**src/rtl/mcyc_pkg.sv**
```systemverilog
package mcyc_pkg;

   // Gating controls that decide whether a pulse event may restart timing
   typedef struct packed {
      logic oe_n;   // 1: external pulses are ignored for timing
      logic win;    // 1: accept only inside the safe window
      logic safe;   // safe window currently open
   } gate_cfg_t;

   function automatic logic pulse_accepted(input gate_cfg_t cfg, input logic evt);
      return evt & ~cfg.oe_n & (~cfg.win | cfg.safe);
   endfunction

endpackage

```
**src/rtl/mcyc_edge_sync.sv**
```systemverilog
module mcyc_edge_sync #(
   parameter int STAGES = 2
) (
   input  logic clk,
   input  logic rst_n,
   input  logic din,
   output logic rise
);
   localparam int TOP = STAGES - 1;

   generate
      if (STAGES < 2) begin : g_bad_stages
         $error("mcyc_edge_sync: STAGES must be at least 2");
      end
   endgenerate

   logic [TOP:0] sh_q;
   logic         prev_q;

   always_ff @(posedge clk or negedge rst_n) begin
      if (!rst_n) begin
         sh_q   <= '0;
         prev_q <= 1'b0;
      end else begin
         sh_q   <= {sh_q[TOP-1:0], din};
         prev_q <= sh_q[TOP];
      end
   end

   assign rise = sh_q[TOP] & ~prev_q;

   // an edge event lasts exactly one cycle
   p_single_event_r2: assert property (@(posedge clk) disable iff (!rst_n)
      rise |=> !rise);

endmodule

```
**src/rtl/mcyc_wrap_cnt.sv**
```systemverilog
module mcyc_wrap_cnt #(
   parameter int W = 32
) (
   input  logic         clk,
   input  logic         rst_n,
   input  logic         clr,
   input  logic         inc,
   output logic [W-1:0] q
);
   generate
      if (W < 2) begin : g_bad_width
         $error("mcyc_wrap_cnt: W must be at least 2");
      end
   endgenerate

   always_ff @(posedge clk or negedge rst_n) begin
      if (!rst_n)      q <= '0;
      else if (clr)    q <= '0;
      else if (inc)    q <= q + 1'b1;
   end

   p_clear_wins_r8: assert property (@(posedge clk) disable iff (!rst_n)
      clr |=> (q == '0));

   p_step_wraps_r10: assert property (@(posedge clk) disable iff (!rst_n)
      (inc && !clr) |=> (q == W'($past(q) + 1'b1)));

   p_hold_r7: assert property (@(posedge clk) disable iff (!rst_n)
      (!inc && !clr) |=> $stable(q));

endmodule

```
**src/rtl/mcyc_period.sv**
```systemverilog
module mcyc_period
   import mcyc_pkg::*;
#(
   parameter int LEN_W = 24
) (
   input  logic             clk,
   input  logic             rst_n,
   input  logic             core_rst,
   input  logic [LEN_W-1:0] len,
   input  logic             ext_evt,
   input  gate_cfg_t        cfg,
   output logic             start_evt,
   output logic             start_q
);
   localparam int EXT_W = LEN_W + 1;

   generate
      if (LEN_W < 2) begin : g_bad_len
         $error("mcyc_period: LEN_W must be at least 2");
      end
   endgenerate

   logic [LEN_W-1:0] cnt_q;
   logic [EXT_W-1:0] cnt_next;
   logic             term;
   logic             accept;

   assign cnt_next  = {1'b0, cnt_q} + 1'b1;
   // terminal when cnt >= len-1; lengths 0 and 1 strobe every cycle
   assign term      = (cnt_next >= {1'b0, len});
   assign accept    = pulse_accepted(cfg, ext_evt);
   // a coincident accept and terminal count merge into one start
   assign start_evt = accept | term;

   always_ff @(posedge clk or negedge rst_n) begin
      if (!rst_n) begin
         cnt_q   <= '0;
         start_q <= 1'b0;
      end else if (core_rst) begin
         cnt_q   <= '0;
         start_q <= 1'b0;
      end else begin
         start_q <= start_evt;
         cnt_q   <= start_evt ? '0 : cnt_q + 1'b1;
      end
   end

   p_accept_restarts_r5: assert property (@(posedge clk) disable iff (!rst_n)
      (accept && !core_rst) |=> (start_q && cnt_q == '0));

   p_gated_off_r4: assert property (@(posedge clk) disable iff (!rst_n)
      (ext_evt && cfg.oe_n && !term) |=> !start_q);

   p_outside_window_r6: assert property (@(posedge clk) disable iff (!rst_n)
      (ext_evt && cfg.win && !cfg.safe && !term) |=> !start_q);

endmodule

```
**src/rtl/mcyc_sync_timer.sv**
```systemverilog
module mcyc_sync_timer
   import mcyc_pkg::*;
#(
   parameter int CNT_W       = 32,
   parameter int LEN_W       = 24,
   parameter int SYNC_STAGES = 2
) (
   input  logic             clk,
   input  logic             rst_n,
   input  logic             core_rst,
   input  logic             ext_pulse_i,
   input  logic             ext_oe_n,
   input  logic             win_mode,
   input  logic             safe_win,
   input  logic             pcnt_clr,
   input  logic [LEN_W-1:0] mcyc_len,
   output logic [CNT_W-1:0] pulse_cnt,
   output logic [CNT_W-1:0] mcyc_cnt,
   output logic             mcyc_start
);
   logic      pulse_evt;
   logic      start_evt;
   gate_cfg_t cfg;

   assign cfg = '{oe_n: ext_oe_n, win: win_mode, safe: safe_win};

   mcyc_edge_sync #(.STAGES(SYNC_STAGES)) u_sync (
      .clk   (clk),
      .rst_n (rst_n),
      .din   (ext_pulse_i),
      .rise  (pulse_evt)
   );

   mcyc_period #(.LEN_W(LEN_W)) u_period (
      .clk       (clk),
      .rst_n     (rst_n),
      .core_rst  (core_rst),
      .len       (mcyc_len),
      .ext_evt   (pulse_evt),
      .cfg       (cfg),
      .start_evt (start_evt),
      .start_q   (mcyc_start)
   );

   mcyc_wrap_cnt #(.W(CNT_W)) u_pulse_cnt (
      .clk   (clk),
      .rst_n (rst_n),
      .clr   (core_rst | pcnt_clr),
      .inc   (pulse_evt),
      .q     (pulse_cnt)
   );

   mcyc_wrap_cnt #(.W(CNT_W)) u_mcyc_cnt (
      .clk   (clk),
      .rst_n (rst_n),
      .clr   (core_rst),
      .inc   (start_evt & ~core_rst),
      .q     (mcyc_cnt)
   );

   p_core_reset_state_r1: assert property (@(posedge clk) disable iff (!rst_n)
      core_rst |=> (pulse_cnt == '0 && mcyc_cnt == '0 && !mcyc_start));

   p_one_count_per_start_r9: assert property (@(posedge clk) disable iff (!rst_n)
      (mcyc_start && !$past(core_rst)) |-> (mcyc_cnt == CNT_W'($past(mcyc_cnt) + 1'b1)));

   p_pulse_clear_keeps_mcyc_r8: assert property (@(posedge clk) disable iff (!rst_n)
      (pcnt_clr && !core_rst && !start_evt) |=> $stable(mcyc_cnt));

endmodule

```
**config.mk**
```make
export PLATFORM = sky130hd
export DESIGN_NAME = mcyc_sync_timer
export DESIGN_NICKNAME = d
export VERILOG_FILES = /design/src/rtl/mcyc_pkg.sv /design/src/rtl/mcyc_edge_sync.sv /design/src/rtl/mcyc_wrap_cnt.sv /design/src/rtl/mcyc_period.sv /design/src/rtl/mcyc_sync_timer.sv
export SDC_FILE = /design/constraint.sdc
export NUM_CORES = 1
export LEC_CHECK = 0
export ABC_AREA = 1
export BUFFER_PORTS_ARGS = -buffer_cell sky130_fd_sc_hd__buf_2
export CAP_MARGIN = 10
export CORE_MARGIN = 2
export CORE_UTILIZATION = 45
export DETAILED_ROUTE_END_ITERATION = 12
export PLACE_DENSITY_LB_ADDON = 0.1
export SYNTH_ARGS = -nofsm -noshare
export SYNTH_HDL_FRONTEND = slang
export SYNTH_HIERARCHICAL = 1
export SYNTH_SLANG_ARGS = --single-unit
```
**constraint.sdc**
```tcl
create_clock -name clk -period 3.5 [get_ports clk]
set_input_delay 0.175 -clock clk [delete_from_list [all_inputs] [get_ports clk]]
set_output_delay 0.175 -clock clk [all_outputs]
set_load 0.05 [all_outputs]
```
* Word level (Yosys, flattened, before mapping)
Cells that the tools add are included.
** Storage, ports and cells
- Word-level logic and storage cells :: 31
- Register bits :: 92
- Input bits :: 32
- Output and inout port bits :: 65
** Operators by class
- Bitwise gates (word level) :: 11
- Magnitude comparators :: 1
- Reduce and logical (&&, ||, !) cells :: 2
- Add/subtract/negate cells :: 4
- Multiplexer cells :: 7
** Operators by type and width (number)
- 32-bit 2-to-1 mux :: 4
- 32-bit by 1-bit adder with 32-bit output (second input constant) :: 2
- 24-bit 2-to-1 mux :: 2
- 24-bit by 1-bit adder with 25-bit output (second input constant) :: 1
- 25-bit by 24-bit >= comparator with 1-bit output :: 1
- 24-bit by 1-bit adder with 24-bit output (second input constant) :: 1
- 1-bit AND :: 4
- 1-bit inverter :: 4
- 2-bit nonzero test :: 2
- 1-bit OR :: 3
- 1-bit 2-to-1 mux :: 1

* Longest topological paths before layout
Gate-level depths: netlist of the first run.
- Depth in word-level cells :: 8
- Depth in mapped cells :: 30
- Depth with buffers taken out :: 29

* Cells and area by module
The synthesis of the first run kept the hierarchy.
** Modules (own cells, without submodules)
- mcyc_wrap_cnt :: area each 1889.3 sq um, cells an instance 273, times used 2, seq. area each 800.8 sq um
- mcyc_period :: area each 2185.8 sq um, cells an instance 319, times used 1, seq. area each 625.6 sq um
- mcyc_edge_sync :: area each 85.1 sq um, cells an instance 5, times used 1, seq. area each 75.1 sq um
- mcyc_sync_timer :: area each 18.8 sq um, cells an instance 5, times used 1, seq. area each 0.0 sq um

* Least setup slack after synthesis of the first run
Ideal clock, no wire load.
- Path type :: flip-flop to flip-flop
- Start point :: reg u_period.cnt_q[0]
- End point :: reg u_mcyc_cnt.q[26]
- Period minus slack after synthesis :: 3297 ps
- Path slack :: 203 ps
- Arrival time :: 3176 ps
- Required time :: 3379 ps
- Setup time :: 121 ps
- Buffers on the path :: 1
- Stages on the path, launching flop included :: 25
- Cell sequence :: dfrtp_1 ha_1 nand2_2 inv_1 nand2_2 nor2_4 nand2_2 nor2_2 xor2_1 ha_1 nand2_1 nor3_1 and3_1 nand2_1 nand3_2 buf_6 inv_1 nor2_1 nor2_4 nor2_4 nand2_2 nor2_1 nand3_1 nand2_1 nor2_1
** Between the ends
- Word-level cells in the longest chain between the ends :: 5
** RTL lines
- from (decl) :: line mcyc_period.sv:23 : logic [LEN_W-1:0] cnt_q;
- from (signal assigned) :: line mcyc_period.sv:44 : cnt_q <= start_evt ? '0 : cnt_q + 1'b1;
- 24-bit by 1-bit adder with 25-bit output :: line mcyc_period.sv:28 : assign cnt_next = {1'b0, cnt_q} + 1'b1;
- 25-bit by 24-bit >= comparator with 1-bit output :: line mcyc_period.sv:30 : assign term = (cnt_next >= {1'b0, len});
- 1-bit OR :: line mcyc_period.sv:33 : assign start_evt = accept | term;
- named net start_evt :: line mcyc_sync_timer.sv:22 : logic start_evt;
- 1-bit AND :: line mcyc_sync_timer.sv:57 : .inc (start_evt & ~core_rst),
- 2-bit nonzero test (no source line)
- to (signal assigned) :: line mcyc_wrap_cnt.sv:19 : else if (inc) q <= q + 1'b1;
- to (decl) :: line mcyc_wrap_cnt.sv:8 : output logic [W-1:0] q
The timed path passes the listed nets, and every way through them passes these cells.
A chain may end at the register's enable or synchronous reset.

* Worst setup path in the final report of the first run
- Start point :: reg u_period.cnt_q[10]
- End point :: reg u_mcyc_cnt.q[23]
Same word-level chain as after synthesis.

==> out/metrics.yaml, run 1 <==
floorplan:
  start_util_pct: 46.0
  fp.dieArea_um2: 14400
  ios: 97
  die_h_um: 120
  rows: 42
  placeableCoreArea_um2: 13200
  die_w_um: 120
synthesis:
  synth_seq_area_share_pct: 37.9
  netlist.top_cell.by_area: "dfrtp_1"
  ys_warn_count: 6
  ys.flop_type: "dfrtp_1"
  post_synth_num_cell_types: 32
  synthTopCellsByCount: "nand2_1 (239), nor2_1 (171), inv_1 (114), dfrtp_1 (92), nand3_1 (52)"
  avgSynthCellArea_um2: 6.94
  syn_area_um2: 6070
  synth-edff-count: 0
  synth_area_leaders: "dfrtp_1 (38%), nand2_1 (15%), nor2_1 (11%)"
  syn_nets: 934
  synth_seq_cells: 92
  syn_inst: 875
  yosysTopAreaCellShare_pct: 37.9
  synth.most_common_cell: "nand2_1"
  ys_async_sr_fraction_pct: 100
routing:
  drtAntennaViolNets: 0
  drt-initial-drc-count: 430
  met2WireLength_mm: 7.09
  wl_per_cell_um: 13.3
  wl_met3_um: 791
  viasPerCell: 4.87
  routed.top_layer: "met4"
  vias: 5736
  drc: 0
  first_pass_iters: 5
  routed_wl_mm: 15.7
  wl_met1_mm: 7.68
global_route:
  grt_pass1_vias: 5121
  overflow: 0
  grt_first_pass_wirelength_mm: 25.4
  grt_max_degree: 68
  grt_util_all_layers_pct: 22.2
  grt_antenna_before_repair: 0
finish:
  fillers: 1308
  multi_input_area_um2: 3500
  syn2layout_area_growth_pct: 22.8
  fin_cells: 1177
  n_antenna_cell: 0
  drive_gt1_share_pct: 23.4
  seq_area_um2: 2300
  final_nets: 1055
placement:
  routabilityCongestion: 0.863
  hpwl_mm: 11.4
  dp_slack_ns: 0.0210
  port_buffers: 96
  place_inst: 1150
worst_setup_path:
  critPathCaptureType: "flop"
  worstPathRequired_ns: 3.79
  arrival_ns: 3.57
  crit_type: "flop to flop"
  cp_max_fo: 7
  critPathLaunchType: "flop"
  ff2ff_path_depth: 22
clock_tree:
  cts_htree_levels: 3
  path_clk_slew_ns: 0.07
  clk_latency_ns: 0.35
  clock_tree.root_cell: "clkbuf_16"
  cts_buffer_depth: 2
  cts_tree: "built"
  clock_sinks: 92
  numCtsBuffers: 9
pwr:
  p_total_mw: 2.31
  p_leak_nw: 3.86
  powerDensity_nw_per_um2: 309
  vdd_ir_drop_max_mv: 0.261
sta:
  whs_ns: 0.171
  slew_headroom_pct: 34.6
  period_minus_slack_ns: 3.29
  fmax_mhz: 304
  setup_viol: 0
  slew_viol_final: 0
  hold_viol: 0
  fin_skew_ns: 0.00616
  finalCritPeriodShare_pct: 93.9
  worst_pin_slew_ns: 0.980
  fin_ws_ns: 0.213
hold_path:
  hold_path_class: "input pin to flop"
  min_path_cells: 4
outcome:
  status: "finished clean"
flow_run:
  drv_cap: 0
==> worst max-delay path: stages, from the launching register on <==
cell and delay (ns):
dfrtp_1 0.41, nand2_2 0.10, nor3_4 0.23, nand2_1 0.10, nor3_2 0.18, nand3_1 0.14
and2_4 0.19, ha_4 0.26, nand2_2 0.07, nor3_4 0.19, and3_4 0.21, nand2_2 0.06
nand3_2 0.08, inv_2 0.05, nor2_4 0.13, nor2_4 0.08, nor2_4 0.14, nand2_4 0.08
nor2_4 0.19, nand2_2 0.08, nand2_1 0.06, nand2_1 0.05, nor2_1 0.13
==> cell type report <==
class	instances	area share (%)
Multi-Input combinational cell	656	47.0
Tap cell	176	2.96
Timing Repair Buffer	119	8.97
Clock buffer	12	3.31
Inverter	118	5.94
Clock inverter	4	0.974
Sequential cell	92	30.9
==> flip-flops by register name, summed over array words and instances, names as in the netlist <==
name              cells
u_pulse_cnt/q        32
u_sync/prev_q         1
u_mcyc_cnt/q         32
u_period/cnt_q       24
u_period/start_q      1
u_sync/sh_q           2
==> kinds of logic after synthesis <==
kind of cell             share of synthesized area (%)
flip-flops                                        37.9
AO/OA/AOI/OAI                                     6.08
AND/OR/NAND/NOR                                   39.2
XOR/XNOR                                          2.74
buffers and inverters                             8.45
adder cells (fa/ha/maj)                           5.57
==> metrics by stage <==
step	cell area (um2)	TNS (ns)	utilization (%)
5_1_grt	7450	-0.0616	56.5
4_1_cts	7140	0	54.1
3_5_place_dp	6800	0	51.5
3_3_place_gp	6800	0	51.5
2_1_floorplan	6070	0	-
6_report	7450	0	56.5
==> layout by cell type, fill, tap and decap left out, types with 9 or more instances in the layout <==
cell       instances
nor2_4            20
nand3_1           49
inv_1            110
o21ai_0           17
buf_2             95
buf_4             20
nand2_1          226
nand4_1           10
ha_1              23
clkbuf_16          9
nand2_2           29
a21oi_1           41
nor2_2            19
dfrtp_1           92
nor2_1           162
xor2_1            14
==> layer usage <==
layer,global-route usage [%],vias to the layer above
met1,32.3,2621
met2,34.1,149
met5,0,-
met4,4.26,0
li1,-,2956
met3,5.04,10
==> power breakdown <==
| part | switching (mW) | internal (mW) | leakage, nW | total [mW] |
|---|---|---|---|---|
| Sequential | 0.00430 | 1.07 | 1.28 | 1.07 |
| Clock | 0.436 | 0.646 | 0.153 | 1.08 |
| Combinational | 0.0998 | 0.0515 | 2.43 | 0.151 |
==> path summary, 6_finish.rpt <==
check                           slack (ns)                    startpoint                            to
worst max-delay path                  0.21  u_period/cnt_q[10]$_DFF_PN0_  u_mcyc_cnt/q[23]$_DFFE_PN0P_
worst min-delay path                  0.17                      pcnt_clr  u_pulse_cnt/q[0]$_DFFE_PN0P_
worst max register to register        0.21  u_period/cnt_q[10]$_DFF_PN0_  u_mcyc_cnt/q[23]$_DFFE_PN0P_
worst min register to register        0.35      u_sync/sh_q[0]$_DFF_PN0_      u_sync/sh_q[1]$_DFF_PN0_
max in group asynchronous             2.24                         rst_n   u_mcyc_cnt/q[5]$_DFFE_PN0P_
min in group asynchronous             0.49                         rst_n  u_period/cnt_q[10]$_DFF_PN0_
==> timing repair <==
action | 4_1_cts | 5_1_grt
hold endpoints to repair | 32 | 0
buffers inserted | 0 | 8
hold buffers | 2 | 0
gates resized for setup | 0 | 60
endpoints found under the setup margin | 0 | 28
Note: power is estimated with default switching activity, not from simulation.
==> run 2: changes to the inputs <==
--- a/config.mk
+++ b/config.mk
@@ -8,10 +8,14 @@
 export ABC_AREA = 1
 export BUFFER_PORTS_ARGS = -buffer_cell sky130_fd_sc_hd__buf_2
 export CAP_MARGIN = 10
+export CELL_PAD_IN_SITES_DETAIL_PLACEMENT = 1
+export CELL_PAD_IN_SITES_GLOBAL_PLACEMENT = 2
+export CORE_ASPECT_RATIO = 0.5
 export CORE_MARGIN = 2
-export CORE_UTILIZATION = 45
+export CORE_UTILIZATION = 32
 export DETAILED_ROUTE_END_ITERATION = 12
 export PLACE_DENSITY_LB_ADDON = 0.1
+export SKIP_CTS_REPAIR_TIMING = 1
 export SYNTH_ARGS = -nofsm -noshare
 export SYNTH_HDL_FRONTEND = slang
 export SYNTH_HIERARCHICAL = 1
==> out/metrics.yaml, run 2 (synthesis results as in run 1) <==
outcome:
  status: "finished, violations left"
  violations: "hold timing"
global_route:
  grt_first_pass_wirelength_mm: 30.5  # +20%
  grt_pass1_vias: 5930  # +16%
  grt_max_degree: 74  # +8.8%
  grt_util_all_layers_pct: 19.6  # -2.6 points
  overflow: 0  # unchanged
  grt_antenna_before_repair: 0  # unchanged
pwr:
  clockPowerShare_pct: 47.3  # +0.4 points
  switchingPower_mw: 0.540  # -0.12%
  p_int_mw: 1.78  # +0.57%
  p_total_mw: 2.32  # +0.41%
  p_leak_nw: 3.91  # +1.3%
  powerDensity_nw_per_um2: 307  # -0.82%
  sequentialPowerShare_pct: 46.3  # -0.2 points
  vdd_ir_drop_max_mv: 0.238  # -8.9%
  switching_share_pct: 23.3  # -0.12 points
  combPwrFrac_pct: 6.3  # -0.3 points
sta:
  period_minus_slack_ns: 3.39  # +0.103 ns
  slew_headroom_pct: 29.5  # -5.1 points
  tns_ns: 0  # unchanged
  worst_pin_slew_ns: 1.06  # +0.0782 ns
  whs_ns: -0.0319  # -0.203 ns
  fin_skew_ns: 0.00897  # +0.00281 ns
  slew_viol_final: 0  # unchanged
  fmax_mhz: 295  # -3.0%
  hold_viol: 12  # +12
  setup_viol: 0  # unchanged
  finalCritPeriodShare_pct: 96.8  # +2.9 points
  fin_ws_ns: 0.111  # -0.103 ns
  grt_setup_unrepaired: "yes"
finish:
  design_area_um2: 7540  # +1.2%
  drive_gt1_share_pct: 23.2  # -0.19 points
  syn2layout_area_growth_pct: 24.3
  fin_cells: 1264  # +7.4%
  n_antenna_cell: 0  # unchanged
  fillers: 2376  # +82%
  mostFrequentLayoutCells: "nand2_1 (230), nor2_1 (161), inv_1 (110)"
  final_nets: 1060  # +0.47%
  top_regs: "u_mcyc_cnt/q (32), u_pulse_cnt/q (32), u_period/cnt_q (24)"
  layout_commonest_cell: "nand2_1"
  fin_util_pct: 40.8  # -16 points
floorplan:
  die_w_um: 199  # +65%
  rows: 35  # -17%
  fp.dieArea_um2: 20100  # +40%
  start_util_pct: 32.8  # -13 points
  die_h_um: 101  # -16%
  placeableCoreArea_um2: 18500  # +40%
  ios: 97  # unchanged
routing:
  vias: 5898  # +2.8%
  first_pass_iters: 4  # -1
  routed_wl_mm: 19.1  # +22%
  drc: 0  # unchanged
  drtAntennaViolNets: 0  # unchanged
  viasPerCell: 4.67  # -4.3%
  drt-initial-drc-count: 142  # -67%
  wl_per_cell_um: 15.1  # +14%
worst_setup_path:
  cp_max_fo: 6  # -1
  critPathLaunchType: "flop"
  crit_type: "flop to flop"
  arrival_ns: 3.61  # +0.04 ns
  r2r_slack_ns: 0.11  # -0.10 ns
  worstPathRequired_ns: 3.72  # -0.07 ns
  critPathCaptureType: "flop"
placement:
  dp_slack_ns: -0.0217  # -0.0426 ns
  routabilityCongestion: 0.798  # -7.5%
  dpl_cell_area_um2: 6880  # +1.2%
  place_inst: 1230  # +7.0%
  hpwl_mm: 14.3  # +26%
  port_buffers: 96  # unchanged
clock_tree:
  clock_tree.root_cell: "clkbuf_16"
  path_clk_slew_ns: 0.06  # about the same
  cts_htree_levels: 3  # unchanged
  clk_latency_ns: 0.35  # about the same
  cts_buffer_depth: 2  # unchanged
  clock_sinks: 92  # unchanged
  numCtsBuffers: 9  # unchanged
  cts_tree: "built"
flow_run:
  drv_cap: 0  # unchanged
hold_path:
  hold_path_class: "input pin to asynchronous set/reset pin"
## run 2: cell count changes in the layout (fill, tap and decap cells not counted), moves of 3 or more
cell     previous run  this run
ha_1               23        26
nand2_1           226       230
buf_4              20        28
nand2_2            29        24
## run 2: final timing paths
path | startpoint | end | cells after the start
setup / recovery | u_period/cnt_q[6]$_DFF_PN0_ | u_mcyc_cnt/q[4]$_DFFE_PN0P_ | 20
hold / removal | rst_n | u_pulse_cnt/q[10]$_DFFE_PN0P_ | 1
setup reg to reg | u_period/cnt_q[6]$_DFF_PN0_ | u_mcyc_cnt/q[4]$_DFFE_PN0P_ | 20
hold reg to reg | u_sync/sh_q[0]$_DFF_PN0_ | u_sync/sh_q[1]$_DFF_PN0_ | 0
max in group asynchronous | rst_n | u_mcyc_cnt/q[10]$_DFFE_PN0P_ | 2
min in group clk | pcnt_clr | u_pulse_cnt/q[0]$_DFFE_PN0P_ | 4
## run 2: final cells by class
class / instances / area (um2) / share of cell area (%)
clock buffer: 11 / 253 / 3.35
clock inverter: 4 / 72.6 / 0.962
sequential: 92 / 2300 / 30.5
inverter: 118 / 443 / 5.87
multi-input combinational: 656 / 3450 / 45.8
timing repair buffer: 124 / 696 / 9.22
tap: 259 / 324 / 4.30
## run 2: power groups by stage
stage | clock (mW) | combinational (mW) | sequential, mW
floorplan | 0 | 0.0732 | 1.10
global placement | 0 | 0.143 | 1.09
detailed placement | 0 | 0.148 | 1.09
CTS | 1.15 | 0.149 | 1.07
global route | 1.18 | 0.171 | 1.07
finish | 1.10 | 0.147 | 1.07
## run 2: critical path, cell delays in order, from the launching register on
cell,delay [ns]
dfrtp_1,0.41
nand2_1,0.09
nor2_2,0.22
nand2_2,0.13
nor3b_4,0.24
xor2_1,0.23
ha_1,0.30
a21o_1,0.17
nor2_1,0.10
nand2_1,0.09
nand2_1,0.09
nand2_1,0.06
nor2_2,0.10
nand3_2,0.08
inv_2,0.07
nor2_4,0.04
nor2_4,0.26
nor2_4,0.10
buf_4,0.14
o21ai_0,0.24
a21oi_1,0.10
## run 2: metal layers
layer | vias to the layer above | track usage [%] | part of all wire [%]
met1 | 2872 | 25.4 | 48
met4 | 0 | 3.27 | 0.62
met2 | 54 | 34.8 | 48
met5 | - | 0 | 0
met3 | 7 | 3.76 | 2.9
li1 | 2965 | - | -
==> run 3: changes to the inputs <==
--- a/config.mk
+++ b/config.mk
@@ -15,6 +15,7 @@
 export CORE_UTILIZATION = 32
 export DETAILED_ROUTE_END_ITERATION = 12
 export PLACE_DENSITY_LB_ADDON = 0.1
+export SETUP_SLACK_MARGIN = 0.4
 export SKIP_CTS_REPAIR_TIMING = 1
 export SYNTH_ARGS = -nofsm -noshare
 export SYNTH_HDL_FRONTEND = slang
==> out/metrics.yaml, run 3 (synthesis results as in run 1) <==
outcome:
  status: "finished clean"
worst_setup_path:
  cpPeakStageDelay_ns: 0.42  # about the same
  critPathCaptureType: "flop"
  worstPathRequired_ns: 3.79  # +0.07 ns
  crit_top_cell: "nor2_4"
  cp_slowest_cell: "dfrtp_1"
  cp_max_fo: 6  # unchanged
  critical_path.top_delay_family: "simple AND/OR/NAND/NOR gates"
  critPathLaunchType: "flop"
  arrival_ns: 3.64  # +0.03 ns
  crit_buf_inv: 2  # unchanged
  crit_chain: "nand2_1 > nor2_1 > nand3_1 > nor3_1 > xor2_1 > ha_1 > nand3_1 > nor3_4 > and3_4 > nand2_2 > nand3_4 > inv_4 > nor2_4 > nor2_4 > nor2_4 > nand2_4 > nor2_4 > buf_4 > a21oi_1 > nor2_1"
  crit_type: "flop to flop"
routing:
  first_pass_iters: 4  # unchanged
  drtAntennaViolNets: 0  # unchanged
  viasPerCell: 4.68  # +0.40%
  vias: 5931  # +0.56%
  drt-initial-drc-count: 186  # +31%
  routed_wl_mm: 19.2  # about the same
  wl_per_cell_um: 15.1  # about the same
  drc: 0  # unchanged
floorplan:
  die_h_um: 101  # unchanged
  ios: 97  # unchanged
  die_w_um: 199  # unchanged
  start_util_pct: 32.8  # unchanged
  fp.dieArea_um2: 20100  # unchanged
  rows: 35  # unchanged
  placeableCoreArea_um2: 18500  # unchanged
global_route:
  grt_pass1_vias: 6182  # +4.2%
  overflow: 0  # unchanged
  grt_max_degree: 55  # -26%
  grt_util_all_layers_pct: 19.6  # about the same
  grt_first_pass_wirelength_mm: 31.0  # +1.4%
  grt_antenna_before_repair: 0  # unchanged
clock_tree:
  cts_tree: "built"
  path_clk_slew_ns: 0.07  # about the same
  cts_buffer_depth: 2  # unchanged
  clock_tree.root_cell: "clkbuf_16"
  clock_sinks: 92  # unchanged
  clk_latency_ns: 0.35  # about the same
  numCtsBuffers: 9  # unchanged
  cts_htree_levels: 3  # unchanged
finish:
  fin_cells: 1266  # +0.16%
  final_nets: 1061  # +0.094%
  top_regs: "u_mcyc_cnt/q (32), u_pulse_cnt/q (32), u_period/cnt_q (24)"
  syn2layout_area_growth_pct: 27.4
  mostFrequentLayoutCells: "nand2_1 (221), nor2_1 (158), inv_1 (107)"
  layout_commonest_cell: "nand2_1"
  n_antenna_cell: 0  # unchanged
  drive_gt1_share_pct: 25.8  # +2.6 points
sta:
  finalCritPeriodShare_pct: 95.7  # -1.1 points
  fmax_mhz: 299  # +1.2%
  setup_viol: 0  # unchanged
  hold_viol: 0  # -12
  period_minus_slack_ns: 3.35  # -0.0398 ns
  slew_headroom_pct: 30.0  # +0.49 points
  worst_pin_slew_ns: 1.05  # -0.00846 ns
  fin_ws_ns: 0.150  # +0.0398 ns
  tns_ns: 0  # unchanged
  fin_skew_ns: 0.0123  # +0.00335 ns
  whs_ns: 0.191  # +0.223 ns
  slew_viol_final: 0  # unchanged
  grt_setup_unrepaired: "yes"
pwr:
  p_total_mw: 2.41  # +4.0%
  vdd_ir_drop_max_mv: 0.223  # -6.3%
  powerDensity_nw_per_um2: 312  # +1.5%
  p_leak_nw: 3.98  # +1.7%
placement:
  hpwl_mm: 14.0  # -1.7%
  dp_slack_ns: -0.0914  # -0.0698 ns
  port_buffers: 96  # unchanged
  place_inst: 1228  # -0.16%
  routabilityCongestion: 0.805  # +0.86%
hold_path:
  hold_path_class: "input pin to flop"
flow_run:
  drv_cap: 0  # unchanged
run 3: cell type report:
class / instances / area (um2)
Fill cell: 2388 / 10700
Inverter: 118 / 445
Clock inverter: 4 / 95.1
Tap cell: 259 / 324
Multi-Input combinational cell: 656 / 3600
Clock buffer: 12 / 256
Timing Repair Buffer: 125 / 709
Sequential cell: 92 / 2300
run 3: path summary, 6_finish.rpt:
check                           cells after the start                       endpoint                          from  slack, ns
worst max-delay path                               20   u_mcyc_cnt/q[19]$_DFFE_PN0P_  u_period/cnt_q[12]$_DFF_PN0_       0.15
worst min-delay path                                4   u_pulse_cnt/q[0]$_DFFE_PN0P_                      pcnt_clr       0.19
worst max register to register                     20   u_mcyc_cnt/q[19]$_DFFE_PN0P_  u_period/cnt_q[12]$_DFF_PN0_       0.15
worst min register to register                      0       u_sync/sh_q[1]$_DFF_PN0_      u_sync/sh_q[0]$_DFF_PN0_       0.36
max in group asynchronous                           3   u_mcyc_cnt/q[20]$_DFFE_PN0P_                         rst_n       2.25
min in group asynchronous                           2  u_pulse_cnt/q[11]$_DFFE_PN0P_                         rst_n       0.43
run 3: worst reg2reg max path: stages, from the launching register on:
cell and delay [ns]:
dfrtp_1 0.42, nand2_1 0.08, nor2_1 0.25, nand3_1 0.16, nor3_1 0.19, xor2_1 0.14
ha_1 0.32, nand3_1 0.13, nor3_4 0.23, and3_4 0.21, nand2_2 0.07, nand3_4 0.09
inv_4 0.04, nor2_4 0.13, nor2_4 0.08, nor2_4 0.14, nand2_4 0.08, nor2_4 0.21
buf_4 0.15, a21oi_1 0.05, nor2_1 0.10
run 3: report_power, final:
part	internal [mW]	leakage [nW]	total, mW	switching, mW
clock network	0.738	0.173	1.18	0.444
registers	1.07	1.27	1.07	0.00435
logic	0.0527	2.53	0.155	0.103
run 3: routing by layer:
layer  track usage, %  vias to the layer above  wire [um]
met5                0                        -          0
met4             3.50                        0        225
met3             3.93                       19        560
met2             35.5                       79       9570
met1             24.7                     2869       8800
li1                 -                     2964          -
run 3: through the flow:
stage	instance area (um2)	utilization (%)
floorplan	6090	-
global placement	6890	37.3
detailed placement	6890	37.3
CTS	7240	39.2
global route	7730	41.8
finish	7730	41.8
